[src/rtl/route_anomaly_svm_pkg.sv]
package route_anomaly_svm_pkg;

  // Configuration: eight route-trace features, 6-bit signed coefficients.
  localparam int NUM_FEAT = 8;
  localparam int WEIGHT_W = 6;
  // Field widths packed 4 bits each, feature 0 in the lowest nibble.
  localparam logic [31:0] FIELD_W_VEC = 32'h4333_3344;

  function automatic int fieldWidth(input int idx);
    return int'(FIELD_W_VEC[4*idx +: 4]);
  endfunction

  function automatic int fieldLsb(input int idx);
    int pos;
    pos = 0;
    for (int k = 0; k < idx; k++) pos += fieldWidth(k);
    return pos;
  endfunction

  localparam int WORD_W = fieldLsb(NUM_FEAT);
  localparam int IDX_W  = $clog2(NUM_FEAT);
  localparam int ADDR_W = $clog2(NUM_FEAT + 1);
  localparam int PROD_W = 2 * WEIGHT_W + 1;
  localparam int ACC_W  = PROD_W + $clog2(NUM_FEAT + 1);

  typedef struct packed {
    logic             s1Load;
    logic             s2Load;
    logic             s3Load;
    logic             wrWeight;
    logic             wrBias;
    logic [IDX_W-1:0] wrIdx;
  } ctrlStrobe_t;

endpackage

[src/rtl/route_anomaly_svm_ctrl.sv]
module route_anomaly_svm_ctrl
  import route_anomaly_svm_pkg::*;
(
  input  logic              clk,
  input  logic              rstN,
  input  logic              featValid,
  input  logic              wrEn,
  input  logic [ADDR_W-1:0] wrAddr,
  output ctrlStrobe_t       strb,
  output logic              outValid
);

  logic s1Valid;
  logic s2Valid;

  always_ff @(posedge clk or negedge rstN) begin
    if (!rstN) begin
      s1Valid  <= 1'b0;
      s2Valid  <= 1'b0;
      outValid <= 1'b0;
    end else begin
      s1Valid  <= featValid;
      s2Valid  <= s1Valid;
      outValid <= s2Valid;
    end
  end

  always_comb begin
    strb.s1Load   = featValid;
    strb.s2Load   = s1Valid;
    strb.s3Load   = s2Valid;
    strb.wrWeight = wrEn && (wrAddr < ADDR_W'(NUM_FEAT));
    strb.wrBias   = wrEn && (wrAddr == ADDR_W'(NUM_FEAT));
    strb.wrIdx    = wrAddr[IDX_W-1:0];
  end

  // one coefficient register at most per write
  p_single_target_r7: assert property (@(posedge clk) disable iff (!rstN)
    $onehot0({strb.wrWeight, strb.wrBias}));

  // out-of-range addresses raise no write strobe
  p_ignore_high_addr_r8: assert property (@(posedge clk) disable iff (!rstN)
    (wrEn && wrAddr > ADDR_W'(NUM_FEAT)) |-> !(strb.wrWeight || strb.wrBias));

endmodule

[src/rtl/route_anomaly_svm_dp.sv]
module route_anomaly_svm_dp
  import route_anomaly_svm_pkg::*;
(
  input  logic                clk,
  input  logic                rstN,
  input  ctrlStrobe_t         strb,
  input  logic [WORD_W-1:0]   featWord,
  input  logic [WEIGHT_W-1:0] wrData,
  output logic                classBit
);

  logic        [WEIGHT_W-1:0] featReg   [NUM_FEAT];
  logic signed [WEIGHT_W-1:0] weightReg [NUM_FEAT];
  logic signed [WEIGHT_W-1:0] biasReg;
  logic signed [ACC_W-1:0]    termArr   [NUM_FEAT];
  logic signed [ACC_W-1:0]    macSum;
  logic signed [ACC_W-1:0]    scoreReg;
  logic                       featZero;

  genvar gi;
  generate
    for (gi = 0; gi < NUM_FEAT; gi++) begin : g_feat
      localparam int FW  = fieldWidth(gi);
      localparam int LSB = fieldLsb(gi);
      logic [WEIGHT_W-1:0] fieldExt;
      assign fieldExt = WEIGHT_W'(featWord[LSB +: FW]);

      // Stage 1: field extraction
      always_ff @(posedge clk or negedge rstN) begin
        if (!rstN)            featReg[gi] <= '0;
        else if (strb.s1Load) featReg[gi] <= fieldExt;
      end

      // Coefficient storage
      always_ff @(posedge clk or negedge rstN) begin
        if (!rstN) weightReg[gi] <= '0;
        else if (strb.wrWeight && strb.wrIdx == IDX_W'(gi))
          weightReg[gi] <= $signed(wrData);
      end

      assign termArr[gi] = ACC_W'(weightReg[gi]) * ACC_W'($signed({1'b0, featReg[gi]}));
    end
  endgenerate

  always_ff @(posedge clk or negedge rstN) begin
    if (!rstN)            biasReg <= '0;
    else if (strb.wrBias) biasReg <= $signed(wrData);
  end

  always_comb begin
    macSum = ACC_W'(biasReg);
    for (int i = 0; i < NUM_FEAT; i++) macSum = macSum + termArr[i];
  end

  // Stage 2: score register
  always_ff @(posedge clk or negedge rstN) begin
    if (!rstN)            scoreReg <= '0;
    else if (strb.s2Load) scoreReg <= macSum;
  end

  // Stage 3: sign to verdict, cleared between results
  always_ff @(posedge clk or negedge rstN) begin
    if (!rstN) classBit <= 1'b0;
    else       classBit <= strb.s3Load ? !scoreReg[ACC_W-1] : 1'b0;
  end

  always_comb begin
    featZero = 1'b1;
    for (int i = 0; i < NUM_FEAT; i++) featZero = featZero && (featReg[i] == '0);
  end

  // an all-zero trace scores exactly the bias in force
  p_bias_only_r3: assert property (@(posedge clk) disable iff (!rstN)
    (strb.s2Load && featZero) |=> (scoreReg == ACC_W'($past(biasReg))));

  // the verdict follows the sign of the registered score
  p_sign_verdict_r4: assert property (@(posedge clk) disable iff (!rstN)
    strb.s3Load |=> (classBit == ($past(scoreReg) >= 0)));

endmodule

[src/rtl/route_anomaly_svm.sv]
module route_anomaly_svm
  import route_anomaly_svm_pkg::*;
(
  input  logic                clk,
  input  logic                rstN,
  input  logic                featValid,
  input  logic [WORD_W-1:0]   featWord,
  input  logic                wrEn,
  input  logic [ADDR_W-1:0]   wrAddr,
  input  logic [WEIGHT_W-1:0] wrData,
  output logic                outValid,
  output logic                destEnable
);

  ctrlStrobe_t strb;
  logic        classBit;

  route_anomaly_svm_ctrl u_ctrl (
    .clk       (clk),
    .rstN      (rstN),
    .featValid (featValid),
    .wrEn      (wrEn),
    .wrAddr    (wrAddr),
    .strb      (strb),
    .outValid  (outValid)
  );

  route_anomaly_svm_dp u_dp (
    .clk      (clk),
    .rstN     (rstN),
    .strb     (strb),
    .featWord (featWord),
    .wrData   (wrData),
    .classBit (classBit)
  );

  assign destEnable = classBit;

  // Cycles since reset, saturating, so latency checks never look before reset
  logic [1:0] warmCnt;
  always_ff @(posedge clk or negedge rstN) begin
    if (!rstN)                warmCnt <= '0;
    else if (warmCnt != 2'd3) warmCnt <= warmCnt + 2'd1;
  end

  // each accepted word yields one verdict three edges later
  p_latency_r5: assert property (@(posedge clk) disable iff (!rstN)
    (warmCnt == 2'd3) |-> (outValid == $past(featValid, 3)));

  // no enable without a verdict
  p_idle_low_r6: assert property (@(posedge clk) disable iff (!rstN)
    !outValid |-> !destEnable);

endmodule

[config.mk]
export PLATFORM = sky130hd
export DESIGN_NAME = route_anomaly_svm
export DESIGN_NICKNAME = d
export VERILOG_FILES = /design/src/rtl/route_anomaly_svm_pkg.sv /design/src/rtl/route_anomaly_svm_ctrl.sv /design/src/rtl/route_anomaly_svm_dp.sv /design/src/rtl/route_anomaly_svm.sv
export SDC_FILE = /design/constraint.sdc
export NUM_CORES = 1
export LEC_CHECK = 0
export BUFFER_PORTS_ARGS = -buffer_cell sky130_fd_sc_hd__buf_4
export CORE_MARGIN = 3
export CORE_UTILIZATION = 45
export DETAILED_ROUTE_END_ITERATION = 8
export PLACE_DENSITY = 0.67
export RECOVER_POWER = 100
export SYNTH_ARGS = -nofsm -noshare
export SYNTH_HDL_FRONTEND = slang
export SYNTH_SLANG_ARGS = --single-unit
[constraint.sdc]
create_clock -name clk -period 12.1 [get_ports clk]
set_input_delay 1.21 -clock clk [delete_from_list [all_inputs] [get_ports clk]]
set_output_delay 1.21 -clock clk [all_outputs]
set_load 0.01 [all_outputs]
==> flow_summary.ini <==
[layout]
syn2layout_area_growth_pct = 8.80
fill_cells = 2250
multiInputGateArea_um2 = 7820
nNetsFinal = 1419
insertedDiodeCount = 0
register_area_um2 = 2150
layout-drive-gt1-share = 0.125
instances_no_fill = 1387
fin_area_um2 = 12000

[worst_setup_path]
cp_max_fo = 7
cp.arrival_ns = 8.27
cp-startpoint = u_dp.featReg[42]
required_ns = 12.33
endpoint_kind = flip-flop
timing.rr.end = u_dp.scoreReg[16]
ff2ff_path_depth = 25
criticalPathCategory = flip-flop to flip-flop
r2r-start = u_dp.featReg[42]
r2r_setup_slack_ns = 4.05
cp-start-kind = flip-flop

[synthesis]
synth-edff-count = 0
yosysTopAreaCell = fa_1
netlist_instances = 1014
synth_top_cell_area_share = 0.364
synthDistinctLibCells = 39
seq_area_frac_synth = 0.195
ys_top_cells_by_area = fa_1, dfrtp_1, ha_1, inv_1, mux2_2
synth_warnings = 0
synth_ff_type = dfrtp_1
ys_ff_latch = 86
synth_nets = 1370
synthesis.area_um2 = 11100
async_flop_share = 1.00
avgSynthCellArea_um2 = 10.9

[grt]
grt_max_degree = 69
grt_first_pass_wirelength_um = 38300
grt_overflow = 0
grt_antenna_before_repair = 0
grt_pass1_vias = 7316
gr-usage-all-layers = 0.185

[drt]
drt_iter0_drc = 253
avgViaCountPerCell = 4.82
drc = 0
wire_per_inst_um = 15.9
dr_total_vias = 6681
wl_um = 22000
firstDrtPassIters = 4
antenna_left = 0

[timing]
finClkSkew_ns = 0.00351
hold_violations = 0
max-slew-margin-rel = -1.58
tns_ns = 0
worstMarginPinSlew_ns = 3.88
rsz0062_at_grt = false
fin_crit_sh = 0.665
fin_hold_ws_ns = 0.384
period_minus_slack_ns = 8.05
setup_viol_count_final = 0
drv_slew = 98
max_freq_ghz = 0.124

[cts]
cts_setup_buffers = 0
cts.htree.levels = 3
clockRootBuffer = clkbuf_16
cts_buffer_depth = 2
clock_latency_ns = 0.35
hold_buffers = 0
cts-buffers-inserted = 9
cts.clk_slew.worst_paths_ns = 0.07
cts_sinks = 86
post_cts_resized = 0
cts_tree = done

[floorplanning]
row_count = 56
io_pins = 43
die_area_um2 = 26500
die_height_um = 163
initial_core_util = 0.464
core_um2 = 23800
die_w_um = 163

[status]
violations = capacitance limit, slew limit
outcome = finished, violations left

[job]
drv_cap = 2

[worst_hold_path]
hold_depth = 0
holdPathEnd = u_ctrl.outValid
holdCritPathClass = flip-flop to flip-flop
worstHoldStart = u_ctrl.s2Valid

[placement]
gp_congestion = 0.850
port_buffers = 42
placed_cells = 1371
dp_hpwl_um = 18700
placed_cell_area_um2 = 11800
stage by stage:
| step | setup WS, ns | util |
|---|---|---|
| 2_1_floorplan | 4.61 | - |
| 3_3_place_gp | 4.28 | 0.494 |
| 3_5_place_dp | 4.06 | 0.494 |
| 4_1_cts | 4.07 | 0.507 |
| 5_1_grt | 3.65 | 0.505 |
| 6_report | 4.05 | 0.505 |
synth_stat cells (2+ instances only):
cell type and instances:
nand3b_1 4, fa_1 201, nor2b_1 3, ha_1 114, nor2_1 5, o211ai_1 2, nand2b_1 2, buf_2 3
xnor2_1 7, a21oi_1 14, dfrtp_1 86, nand2_1 56, and2_1 115, a21o_1 3, inv_1 279, clkbuf_1 2
nand4b_1 2, nor4_1 3, mux2_2 81, nor3b_2 3, o21ai_0 4, o21a_1 2, nor3_1 2, xor2_1 5
a21boi_0 2
worst max-delay path by stage:
stage	endpoint
after detailed placement	u_dp.scoreReg[16]
final	u_dp.scoreReg[16]
after floorplan	u_dp.scoreReg[16]
after CTS	u_dp.scoreReg[16]
after global routing	u_dp.scoreReg[16]
after global placement	u_dp.scoreReg[16]
routing by layer:
| metal | GRT usage | up-vias | wire length (um) |
|---|---|---|---|
| li1 | - | 3158 | - |
| met1 | 0.273 | 3413 | 10500 |
| met2 | 0.299 | 91 | 10500 |
| met3 | 0.0183 | 19 | 604 |
| met4 | 0.0427 | 0 | 365 |
| met5 | 0 | - | 0 |
flip-flops by register name (all words and copies together), names as in the netlist:
signal,flops
u_ctrl.outValid,1
u_ctrl.s1Valid,1
u_ctrl.s2Valid,1
u_dp.biasReg,6
u_dp.classBit,1
u_dp.featReg,27
u_dp.scoreReg,1
u_dp.weightReg,48
cell usage in the layout (no fill, tap or decap), types with 9 or more instances in the layout:
| cell type | n |
|---|---|
| dfrtp_1 | 86 |
| buf_4 | 35 |
| clkbuf_16 | 9 |
| mux2_2 | 81 |
| nand2_1 | 56 |
| inv_1 | 279 |
| a21oi_1 | 15 |
| fa_1 | 201 |
| ha_1 | 114 |
| and2_1 | 115 |
cell families (layout without fill, tap and decap cells):
family                   Yosys count  count (layout)  synth area share
buffers and inverters            284             338            0.0967
AO/OA/AOI/OAI                     34              34            0.0203
multiplexers                      82              82            0.0834
adder cells (fa/ha/maj)          315             315             0.493
AND/OR/NAND/NOR                  201             201             0.103
XOR/XNOR                          12              12           0.00950
flip-flops                        86              86             0.195
worst max-delay path, cell delays in order, from the launching register on:
cell and delay (ns):
dfrtp_1 0.46, nand2_1 0.14, fa_1 0.50, inv_1 0.05
fa_1 0.53, inv_1 0.05, fa_1 0.35, inv_1 0.06
ha_1 0.28, o41a_2 0.50, a31o_1 0.22, a21oi_1 0.17
xnor2_1 0.11, fa_1 0.53, fa_1 0.65, fa_1 0.50
fa_1 0.54, fa_1 0.50, inv_1 0.07, fa_1 0.50
ha_1 0.35, nand2_1 0.05, o21ai_0 0.28, mux2i_1 0.23
a21boi_0 0.22, nand3b_1 0.10
cell type report:
| cell class | instances | share of cell area |
|---|---|---|
| Clock buffer | 9 | 0.0187 |
| Clock inverter | 7 | 0.00811 |
| Inverter | 279 | 0.0870 |
| Multi-Input combinational cell | 644 | 0.650 |
| Sequential cell | 86 | 0.179 |
| Tap cell | 319 | 0.0332 |
| Timing Repair Buffer | 43 | 0.0243 |
Power is left out: the tool's default activity adds up to more than one toggle a clock period on the data nets, which glitch-free logic cannot reach.
